File: src/rtl/tmr_pkg.sv
package tmr_pkg;

    // master-mode selector values
    typedef enum logic [2:0] {
        MM_RESET   = 3'd0,
        MM_ENABLE  = 3'd1,
        MM_UPDATE  = 3'd2,
        MM_CCPULSE = 3'd3,
        MM_REF0    = 3'd4,
        MM_REF1    = 3'd5,
        MM_LOW6    = 3'd6,
        MM_LOW7    = 3'd7
    } mm_e;

    // slave controller modes
    typedef enum logic [1:0] {
        SLV_OFF   = 2'd0,
        SLV_RESET = 2'd1,
        SLV_PAUSE = 2'd2,
        SLV_START = 2'd3
    } slv_e;

    // control word bit positions
    localparam int CTL_RUN  = 0;
    localparam int CTL_UG   = 1;
    localparam int CTL_MM   = 2;
    localparam int CTL_TXOR = 5;
    localparam int CTL_SLV  = 6;
    localparam int CTL_TSRC = 8;
    localparam int CTL_MSM  = 9;
    localparam int CTL_CAP0 = 10;
    localparam int CTL_BITS = 11;

    // word addresses
    localparam logic [1:0] A_CTL  = 2'd0;
    localparam logic [1:0] A_ARR  = 2'd1;
    localparam logic [1:0] A_CMP0 = 2'd2;
    localparam logic [1:0] A_CMP1 = 2'd3;

    localparam int NPIN   = 3;
    localparam int CMP_CH = 2;

    typedef struct packed {
        logic run;
        mm_e  mm;
        logic txor;
        slv_e slv;
        logic tsrc;
        logic msm;
        logic cap0;
    } ctl_t;

endpackage

File: src/rtl/tmr_trig_in.sv
module tmr_trig_in
    import tmr_pkg::*;
(
    input  logic            clk,
    input  logic            rst_n,
    input  logic [NPIN-1:0] ch_in,
    input  logic            ext_trig,
    input  logic            txor,
    input  logic            tsrc,
    output logic            trig,
    output logic            trig_rise,
    output logic            ti0_rise
);

    typedef struct packed {
        logic ti0_prev;
        logic trig_prev;
    } tin_s;

    tin_s s_d, s_q;
    logic ti0;

    always_comb begin
        ti0       = txor ? (^ch_in) : ch_in[0];
        trig      = tsrc ? ext_trig : ti0;
        ti0_rise  = ti0 & ~s_q.ti0_prev;
        trig_rise = trig & ~s_q.trig_prev;
        s_d           = s_q;
        s_d.ti0_prev  = ti0;
        s_d.trig_prev = trig;
    end

    always_ff @(posedge clk or negedge rst_n) begin
        if (!rst_n) s_q <= '0;
        else        s_q <= s_d;
    end

endmodule

File: src/rtl/tmr_cnt_core.sv
module tmr_cnt_core
    import tmr_pkg::*;
#(
    parameter int CNT_W = 16
)
(
    input  logic             clk,
    input  logic             rst_n,
    input  logic             run,
    input  slv_e             slv,
    input  logic             trig,
    input  logic             trig_rise,
    input  logic             sw_ug,
    input  logic [CNT_W-1:0] arr,
    output logic [CNT_W-1:0] cnt,
    output logic [CNT_W-1:0] cnt_nxt,
    output logic             en_eff,
    output logic             upd_ev,
    output logic             slv_rst,
    output logic             start_set
);

    typedef struct packed {
        logic [CNT_W-1:0] cnt;
    } core_s;

    core_s s_d, s_q;
    logic  restart;
    logic  at_top;

    always_comb begin
        slv_rst   = (slv == SLV_RESET) && trig_rise;
        start_set = (slv == SLV_START) && trig_rise;
        en_eff    = run && ((slv != SLV_PAUSE) || trig);
        restart   = sw_ug || slv_rst;
        at_top    = (s_q.cnt == arr);
        s_d       = s_q;
        if (restart) begin
            s_d.cnt = '0;
        end else if (en_eff) begin
            s_d.cnt = at_top ? '0 : s_q.cnt + 1'b1;
        end
        upd_ev  = restart || (en_eff && at_top);
        cnt     = s_q.cnt;
        cnt_nxt = s_d.cnt;
    end

    always_ff @(posedge clk or negedge rst_n) begin
        if (!rst_n) s_q <= '0;
        else        s_q <= s_d;
    end

endmodule

File: src/rtl/tmr_cmp_ch.sv
module tmr_cmp_ch #(
    parameter int CNT_W = 16
)
(
    input  logic             clk,
    input  logic             rst_n,
    input  logic             en,
    input  logic [CNT_W-1:0] cnt,
    input  logic [CNT_W-1:0] cnt_nxt,
    input  logic [CNT_W-1:0] thr,
    input  logic [CNT_W-1:0] thr_nxt,
    output logic             hit,
    output logic             lvl_nxt,
    output logic             lvl
);

    typedef struct packed {
        logic lvl;
    } ch_s;

    ch_s s_d, s_q;

    always_comb begin
        hit     = en && (cnt == thr);
        s_d     = s_q;
        s_d.lvl = (cnt_nxt < thr_nxt);
        lvl_nxt = s_d.lvl;
        lvl     = s_q.lvl;
    end

    always_ff @(posedge clk or negedge rst_n) begin
        if (!rst_n) s_q <= '0;
        else        s_q <= s_d;
    end

endmodule

File: src/rtl/tmr_trgo_mux.sv
module tmr_trgo_mux
    import tmr_pkg::*;
(
    input  logic              clk,
    input  logic              rst_n,
    input  mm_e               mm,
    input  logic              msm,
    input  logic              sw_ug,
    input  logic              slv_rst,
    input  logic              en_eff,
    input  logic              upd_ev,
    input  logic              cc_ev,
    input  logic [CMP_CH-1:0] lvl_nxt,
    output logic              trgo
);

    typedef struct packed {
        logic rst_dly;
        logic en_dly;
        logic trgo;
    } mux_s;

    mux_s s_d, s_q;

    always_comb begin
        s_d         = s_q;
        s_d.rst_dly = slv_rst;
        s_d.en_dly  = en_eff;
        unique case (mm)
            MM_RESET:   s_d.trgo = sw_ug || s_q.rst_dly;
            MM_ENABLE:  s_d.trgo = msm ? en_eff : s_q.en_dly;
            MM_UPDATE:  s_d.trgo = upd_ev;
            MM_CCPULSE: s_d.trgo = cc_ev;
            MM_REF0:    s_d.trgo = lvl_nxt[0];
            MM_REF1:    s_d.trgo = lvl_nxt[1];
            default:    s_d.trgo = 1'b0;
        endcase
        trgo = s_q.trgo;
    end

    always_ff @(posedge clk or negedge rst_n) begin
        if (!rst_n) s_q <= '0;
        else        s_q <= s_d;
    end

endmodule

File: src/rtl/tmr_trgo_gen.sv
module tmr_trgo_gen
    import tmr_pkg::*;
#(
    parameter int CNT_W = 16   // must be at least CTL_BITS wide
)
(
    input  logic              clk,
    input  logic              rst_n,
    input  logic              wr_en,
    input  logic [1:0]        wr_addr,
    input  logic [CNT_W-1:0]  wr_data,
    input  logic [NPIN-1:0]   ch_in,
    input  logic              ext_trig,
    output logic              trgo,
    output logic [CMP_CH-1:0] oc_ref
);

    localparam int NCH = CMP_CH;

    typedef struct packed {
        ctl_t                      ctl;
        logic [CNT_W-1:0]          arr;
        logic [NCH-1:0][CNT_W-1:0] cmp;
    } regs_s;

    regs_s            r_d, r_q;
    logic             sw_ug;
    logic             start_set;
    logic             trig, trig_rise, ti0_rise;
    logic             en_eff, upd_ev, slv_rst, cc_ev;
    logic [CNT_W-1:0] cnt, cnt_nxt;
    logic [NCH-1:0]   hit, lvl_nxt;

    // register file: next state
    always_comb begin
        r_d   = r_q;
        sw_ug = 1'b0;
        if (wr_en) begin
            unique case (wr_addr)
                A_CTL: begin
                    r_d.ctl.run  = wr_data[CTL_RUN];
                    r_d.ctl.mm   = mm_e'(wr_data[CTL_MM +: 3]);
                    r_d.ctl.txor = wr_data[CTL_TXOR];
                    r_d.ctl.slv  = slv_e'(wr_data[CTL_SLV +: 2]);
                    r_d.ctl.tsrc = wr_data[CTL_TSRC];
                    r_d.ctl.msm  = wr_data[CTL_MSM];
                    r_d.ctl.cap0 = wr_data[CTL_CAP0];
                    sw_ug        = wr_data[CTL_UG];
                end
                A_ARR:   r_d.arr    = wr_data;
                A_CMP0:  r_d.cmp[0] = wr_data;
                A_CMP1:  r_d.cmp[1] = wr_data;
                default: ;
            endcase
        end
        if (start_set) r_d.ctl.run = 1'b1;
    end

    always_ff @(posedge clk or negedge rst_n) begin
        if (!rst_n) r_q <= '0;
        else        r_q <= r_d;
    end

    tmr_trig_in u_tin (
        .clk       (clk),
        .rst_n     (rst_n),
        .ch_in     (ch_in),
        .ext_trig  (ext_trig),
        .txor      (r_q.ctl.txor),
        .tsrc      (r_q.ctl.tsrc),
        .trig      (trig),
        .trig_rise (trig_rise),
        .ti0_rise  (ti0_rise)
    );

    tmr_cnt_core #(.CNT_W(CNT_W)) u_core (
        .clk       (clk),
        .rst_n     (rst_n),
        .run       (r_q.ctl.run),
        .slv       (r_q.ctl.slv),
        .trig      (trig),
        .trig_rise (trig_rise),
        .sw_ug     (sw_ug),
        .arr       (r_q.arr),
        .cnt       (cnt),
        .cnt_nxt   (cnt_nxt),
        .en_eff    (en_eff),
        .upd_ev    (upd_ev),
        .slv_rst   (slv_rst),
        .start_set (start_set)
    );

    for (genvar i = 0; i < NCH; i++) begin : g_ch
        tmr_cmp_ch #(.CNT_W(CNT_W)) u_ch (
            .clk     (clk),
            .rst_n   (rst_n),
            .en      (en_eff),
            .cnt     (cnt),
            .cnt_nxt (cnt_nxt),
            .thr     (r_q.cmp[i]),
            .thr_nxt (r_d.cmp[i]),
            .hit     (hit[i]),
            .lvl_nxt (lvl_nxt[i]),
            .lvl     (oc_ref[i])
        );
    end

    // channel 0 becomes a capture source when selected
    always_comb begin
        cc_ev = (r_q.ctl.cap0 ? ti0_rise : hit[0]) || hit[1];
    end

    tmr_trgo_mux u_mux (
        .clk     (clk),
        .rst_n   (rst_n),
        .mm      (r_q.ctl.mm),
        .msm     (r_q.ctl.msm),
        .sw_ug   (sw_ug),
        .slv_rst (slv_rst),
        .en_eff  (en_eff),
        .upd_ev  (upd_ev),
        .cc_ev   (cc_ev),
        .lvl_nxt (lvl_nxt),
        .trgo    (trgo)
    );

endmodule

File: config.mk
export PLATFORM = sky130hd
export DESIGN_NAME = tmr_trgo_gen
export DESIGN_NICKNAME = d
export VERILOG_FILES = /design/src/rtl/tmr_pkg.sv /design/src/rtl/tmr_trig_in.sv /design/src/rtl/tmr_cnt_core.sv /design/src/rtl/tmr_cmp_ch.sv /design/src/rtl/tmr_trgo_mux.sv /design/src/rtl/tmr_trgo_gen.sv
export SDC_FILE = /design/constraint.sdc
export NUM_CORES = 1
export LEC_CHECK = 0
export BUFFER_PORTS_ARGS = -buffer_cell sky130_fd_sc_hd__buf_2
export CORE_AREA = 5 5 94 96
export CTS_CLUSTER_DIAMETER = 50
export DETAILED_ROUTE_END_ITERATION = 12
export DIE_AREA = 0 0 99 101
export HOLD_SLACK_MARGIN = 0.12
export PLACE_DENSITY = 0.79
export SLEW_MARGIN = 20
export SYNTH_ARGS = -nofsm -noshare
export SYNTH_HDL_FRONTEND = slang
export SYNTH_SLANG_ARGS = --single-unit
export TNS_END_PERCENT = 50
File: constraint.sdc
create_clock -name clk -period 3.8 [get_ports clk]
set_input_delay 0 -clock clk [delete_from_list [all_inputs] [get_ports clk]]
set_output_delay 0 -clock clk [all_outputs]
set_load 0.01 [all_outputs]
==> results.md, run 1 <==
- Required @ worst endpoint: approximately 4.1 ns
- Synth top area cells: dfrtp_1, xnor2_1, ha_1, mux2_2, mux2i_1
- TritonRoute pass-1 iters: 5
- Synthesized area per cell: about 11 um2
- Final nets: between 500 and 600
- Die ar.: 0.0100 mm2
- Fin crit period: around 3.6 ns
- Clk buf depth: 2
- Routed wire length: between 10000 and 15000 um
- Main synth FF type: dfrtp_1
- Worst slew pin tran: slightly above 1 ns
- Final period utilization: 0.943
- Yosys reg bits: between 80 and 90
- Slew Viols, Final: 0
- CTS tree: built
- Fin. Hold Viols: 0
- Yosys cell types: 43
- Dpl hpwl: 8960 um
- Post-Synthesis Cells: 429
- TritonCTS buffer count: 9
- DIE WIDTH: just under 100 um
- DRC: 0
- GPL Wtd Cong: between 0.9 and 1
- I/O Pins: 28
- WP data arrival: approximately 3.9 ns
- Routed len/inst: 19.8 um
- ANT nets after route: 0
- EDFF count, synth: 0
- Synth async-reset ratio: 1.00
- Pwr dens: between 500 and 600 mW/mm2
- # diodes: 0
- Crit path kind: flop to flop
- Crit end category: flop
- GR Util met1: 0.360
- First-pass GRT wire length: between 15000 and 20000 um
- Final Util: 0.686
- Commonest cells post-synth: dfrtp_1, xnor2_1, inv_1, ha_1, mux2_2
- F_max: about 0.28 GHz
- Peak supply drop: 0.288 mV
- Syn nets: between 400 and 500
- Reg clk slew, reported paths: approximately 0.09 ns
- Post-Syn Area: around 0.0047 mm2
- Vias per inst: 5.73
- GR Layer Usage met2: 0.399
- Final setup vio count: 0
- Gr busiest metal: met2
- Most numerous cell in the Yosys netlist: dfrtp_1
- Setup TNS: 0 ns
- Relative slew margins: 0.326
- FP Rows: 33
- Largest net degree at the start of global routing: 82
- I/O Buffers: 27
- DIE HEIGHT: a little over 100 um
- DR vias: approximately 3400
- Layout area overhead: 17.5%
- Hold WS: 0.196 ns
- GR Util met3: 0.0478
- DRT iter0 DRCs: about 260
- GRT Overall Usage: 0.254
- Initial Utilization: 0.584
- Cell accounting for the most synthesized area: dfrtp_1
- Core area: roughly 0.0080 mm2
- Setup crit start kind: flop
- Max-Cap Viols: 0
- Seq/Total Area, Yosys: 0.435
- TritonCTS Sinks: between 80 and 90
- RSZ-0062 raised after global routing: no
- Worst-Skew Late Latency: around 0.36 ns
- H-tree Lvls: 3
- Skew final: 0.0144 ns
- GR Overflow Total: 0
- Leakage: ~2.7 nW
- Status: completed
- Vias in the first global route: about 3500
- Share of the synthesized area in the top cell type: 0.435
- Worst min-delay path class: input port to flop
- CP Max Fanout: 7
- Root Buffer: clkbuf_8
- Layout cells sized above 1: 0.206
- Yosys warns: 0
- Initial antenna violation count: 0
-- where the power goes --
part           switching (mW)  total, mW  leakage, nW  internal [mW]
Combinational           0.431      0.807         1.57          0.376
Clock                   0.326      0.833        0.131          0.507
Sequential              0.117       1.13        0.985           1.01
-- critical path: stages, from the launching register on --
cell and delay [ns]:
dfrtp_1 0.41, xnor2_1 0.24, nand4_1 0.19, nor4_1 0.44, a221o_1 0.33, buf_4 0.20
nor2_1 0.09, ha_1 0.21, a21o_1 0.19, a21o_1 0.17, a211oi_1 0.22, o21ai_0 0.14
a221oi_2 0.30, buf_4 0.17, o211a_1 0.14, a211o_1 0.09
-- logic make-up after synthesis --
family                   share of synthesized area
buffers and inverters                       0.0591
XOR/XNOR                                     0.122
adder cells (fa/ha/maj)                     0.0833
multiplexers                                 0.131
AO/OA/AOI/OAI                               0.0688
AND/OR/NAND/NOR                             0.0999
flip-flops                                   0.435
-- through the flow --
| stage | instances | total power [mW] | worst slack [ns] | area, um2 |
|---|---|---|---|---|
| 6_report | 596 | 2.77 | 0.217 | 5470 |
| 5_1_grt | 596 | 2.92 | 0.0376 | 5470 |
| 3_3_place_gp | 558 | 1.89 | 0.0121 | 4960 |
| 3_5_place_dp | 558 | 1.90 | 0.0467 | 4960 |
| 2_1_floorplan | 429 | 1.64 | 0.554 | 4660 |
| 4_1_cts | 595 | 2.76 | 0.0203 | 5440 |
-- layout make-up --
class / instances / area (um2)
sequential: 81 / 2030
inverter: 38 / 143
clock buffer: 10 / 128
tap: 105 / 131
fill: 622 / 2500
multi-input combinational: 285 / 2380
timing repair buffer: 71 / 524
clock inverter: 6 / 138
-- path summary, 6_finish.rpt --
path | from | to | slack (ns) | cells past startpoint
worst min-delay path | wr_addr[1] | r_q[55] | 0.20 | 5
max in group asynchronous | rst_n | u_core.cnt[6] | 3.06 | 2
worst max register to register | r_q[34] | u_mux.trgo | 0.22 | 15
min in group asynchronous | rst_n | r_q[26] | 0.26 | 2
worst min register to register | r_q[39] | r_q[39] | 0.53 | 1
worst max-delay path | r_q[34] | u_mux.trgo | 0.22 | 15
-- layer usage --
metal,share of wire,wire length (um),vias up
met5,0,0,-
met1,0.46,5370,1690
met2,0.47,5570,119
li1,-,-,1591
met4,0.018,208,0
met3,0.055,652,15
-- what timing repair did --
item,CTS,global route
endpoints found under the setup margin,0,2
buffers inserted,0,1
hold buffers,21,0
resized for setup,0,3
endpoints found under the hold margin,141,0
-- flip-flops by register name (all words and copies together) (netlist names) --
signal	flops
g_ch.u_ch.lvl	2
u_core.cnt	16
u_mux.trgo	1
r_q	58
u_tin.s_q	2
u_mux.s_q	2
-- placed cells by master, fill, tap and decap left out, types with 2 or more instances in the layout --
cell type	netlist	layout
dfrtp_1	81	81
xnor2_1	56	56
inv_1	38	38
ha_1	31	31
mux2_2	30	30
mux2i_1	26	26
buf_2	16	26
buf_4	3	23
nor2_1	22	21
dlygate4sd3_1	0	21
nand4_1	18	18
nand2_1	12	12
xor2_1	9	9
clkbuf_8	0	9
a21oi_1	8	8
o21ai_0	8	8
nand3_1	7	7
a21o_1	7	7
and3_1	6	6
nor3_1	5	5
o21a_1	5	5
a211oi_1	4	4
bufinv_16	0	4
nor3b_1	4	3
nor2b_1	2	2
nor4_1	2	2
a221o_1	2	2
nand3b_1	2	2
and4_1	2	2
o2111ai_1	2	2
nand2b_1	2	2
Note: power is estimated with default switching activity, not from simulation.
==> run 2, diff against run 1 <==
--- a/config.mk
+++ b/config.mk
@@ -6,12 +6,12 @@
 export NUM_CORES = 1
 export LEC_CHECK = 0
 export BUFFER_PORTS_ARGS = -buffer_cell sky130_fd_sc_hd__buf_2
-export CORE_AREA = 5 5 94 96
+export CORE_AREA = 5 5 99 101
 export CTS_CLUSTER_DIAMETER = 50
 export DETAILED_ROUTE_END_ITERATION = 12
-export DIE_AREA = 0 0 99 101
+export DIE_AREA = 0 0 104 106
 export HOLD_SLACK_MARGIN = 0.12
-export PLACE_DENSITY = 0.79
+export PLACE_DENSITY = 0.72
 export SLEW_MARGIN = 20
 export SYNTH_ARGS = -nofsm -noshare
 export SYNTH_HDL_FRONTEND = slang
==> results.md, run 2 (synthesis results as in run 1) <==
- Status: completed
- Vias in the first global route: 3393 (-4.1%)
- First-pass GRT wire length: 18400 um (-4.5%)
- Initial Utilization: 0.521 (-0.0631)
- Flop pwr share: 0.452 (+0.045)
- I/O Pins: 28 (unchanged)
- Logic pwr share: 0.322 (+0.030)
- DIE HEIGHT: 106 um (+5.0%)
- Setup crit start kind: flop
- GRT Overall Usage: 0.214 (-0.0405)
- Clk buf depth: 2 (unchanged)
- Core area: 0.00893 mm2 (+12%)
- WP data arrival: 3.96 ns (+0.07 ns)
- Final setup vio count: 0 (unchanged)
- Worst slew pin tran: 1.07 ns (+0.0618 ns)
- Cell Int Power: 1.62 mW (-14%)
- DRC: 0 (unchanged)
- Reg clk slew, reported paths: 0.09 ns (about the same)
- F_max: 0.273 GHz (-2.2%)
- Worst-Skew Late Latency: 0.36 ns (about the same)
- Final nets: 537 (-0.92%)
- Hold WS: 0.206 ns (+0.00991 ns)
- H-tree Lvls: 3 (unchanged)
- GR Overflow Total: 0 (unchanged)
- Total power: 2.49 mW (-10%)
- TritonRoute pass-1 iters: 5 (unchanged)
- Root Buffer: clkbuf_8
- Commonest non-fill, non-tap cells in the layout: dfrtp_1, xnor2_1, inv_1
- DRT iter0 DRCs: 227 (-12%)
- Routed wire length: 11400 um (-3.5%)
- Worst path most repeated cell: a21o_1
- Largest net degree at the start of global routing: 82 (unchanged)
- Layout cells sized above 1: 0.195 (-0.0102)
- GPL Wtd Cong: 0.947 (-4.9%)
- Pwr dens: 466 mW/mm2 (-7.9%)
- CP Max Fanout: 9 (+2)
- Die ar.: 0.0110 mm2 (+10%)
- Vias per inst: 5.63 (-1.7%)
- Slowest cell on crit path: a221o_1
- Peak supply drop: 0.196 mV (-32%)
- Uppermost layer routed: met4
- Leakage: 2.62 nW (-2.6%)
- P_sw: 0.865 mW (-1.0%)
- # diodes: 0 (unchanged)
- Initial antenna violation count: 0 (unchanged)
- Crit end category: flop
- Most common cell after layout, fill and taps aside: dfrtp_1
- Net Sw Frac: 0.348 (+0.0320)
- Worst min-delay path class: input port to flop
- Area post-placement: 0.00493 mm2 (-0.61%)
- Crit path max-delay family: compound AO/OA/AOI/OAI gates
- Crit path kind: flop to flop
- Relative slew margins: 0.284 (-0.0413)
- Dpl hpwl: 8760 um (-2.2%)
- Required @ worst endpoint: 4.10 ns (about the same)
- Slowest stage delay, CP: 0.49 ns (+0.05 ns)
- TritonCTS buffer count: 9 (unchanged)
- Fin crit period: 3.66 ns (+0.0788 ns)
- DR vias: 3364 (-1.5%)
- Max reg flops: 58 (unchanged)
- Post-Route M1 WL: 5270 um (-1.9%)
- CTS tree: built
- I/O Buffers: 27 (unchanged)
- Layout area overhead: 14.7%
- FP Rows: 35 (+6.1%)
- Skew final: 0.0150 ns (+0.000533 ns)
- DR WL met3: 467 um (-28%)
- Part of the power in the clock network: 0.226 (-0.075)
- Post-route cell area: 0.00534 mm2 (-2.4%)
- Fin. Hold Viols: 0 (unchanged)
- Final period utilization: 0.964 (+0.0207)
- Max-Cap Viols: 0 (unchanged)
- TritonCTS Sinks: 81 (unchanged)
- DIE WIDTH: 104 um (+5.1%)
- Met2 wire length: 5270 um (-5.3%)
- Crit path cell chain: nor3b_1 -> mux2i_2 -> a41oi_4 -> a221o_1 -> nor2_1 -> ha_1 -> a21o_1 -> a21o_1 -> a211oi_1 -> o21ai_0 -> a221oi_1 -> o211a_1 -> a211o_1
- Routed len/inst: 19.1 um (-3.7%)
- ANT nets after route: 0 (unchanged)
- Slew Viols, Final: 0 (unchanged)
- Critical path buffer and inverter count: 0 (-2)
- Largest Register: r_q
[run 2: changes by cell type in the layout (fill, tap and decap cells not counted), sizes merged]
cell	change
buf	-5
bufinv	-4
clkinv	+3
clkinvlp	+1
[run 2: tightest hold or removal path, delay by kind of cell]
family | cells | cell delay [ns]
AND/OR/NAND/NOR | 2 | 0.14
AO/OA/AOI/OAI | 1 | 0.07
buffers and inverters | 2 | 0.30
[run 2: layer usage]
| metal | global-route usage | vias up |
|---|---|---|
| li1 | - | 1587 |
| met1 | 0.293 | 1633 |
| met2 | 0.342 | 113 |
| met4 | 0.0934 | 0 |
| met5 | 0 | - |
| met3 | 0.0273 | 31 |
[run 2: power groups by stage]
stage	registers, mW	logic, mW	clock network, mW
after floorplan	1.10	0.538	0
after global placement	1.13	0.748	0
after detailed placement	1.14	0.763	0
after CTS	1.12	0.791	0.578
after global routing	1.14	0.871	0.616
final	1.12	0.801	0.563
[run 2: repair_timing]
item                       CTS  global route
hold buffers                21             0
resized for setup            0             2
setup buffers                0             1
setup endpoints to repair    0             2
hold endpoints to repair   141             0
[run 2: area by class of cell]
class	instances	area, um2
clock buffers	10	128
clock inverters	6	43.8
fillers	737	3590
inverters	38	143
multi-input cells	285	2370
flip-flops and latches	81	2030
well taps	111	139
repair buffers	66	487
[run 2: metrics by stage]
step	std cells	util	setup TNS (ns)	setup WS [ns]
finish	597	0.598	0	0.138
detailed placement	559	0.552	0	0.0436
global route	597	0.598	-0.00491	-0.00491
floorplan	429	-	0	0.554
CTS	596	0.595	0	0.0331
global placement	559	0.552	0	0.184
[run 2: final timing paths]
| check | startpoint | to | slack [ns] | cells past startpoint |
|---|---|---|---|---|
| max | r_q[53] | u_mux.trgo | 0.14 | 13 |
| min | wr_addr[1] | r_q[55] | 0.21 | 5 |
| max reg2reg | r_q[53] | u_mux.trgo | 0.14 | 13 |
| min reg2reg | r_q[46] | r_q[46] | 0.53 | 1 |
| max in group asynchronous | rst_n | r_q[42] | 3.03 | 2 |
| min in group asynchronous | rst_n | r_q[14] | 0.25 | 2 |
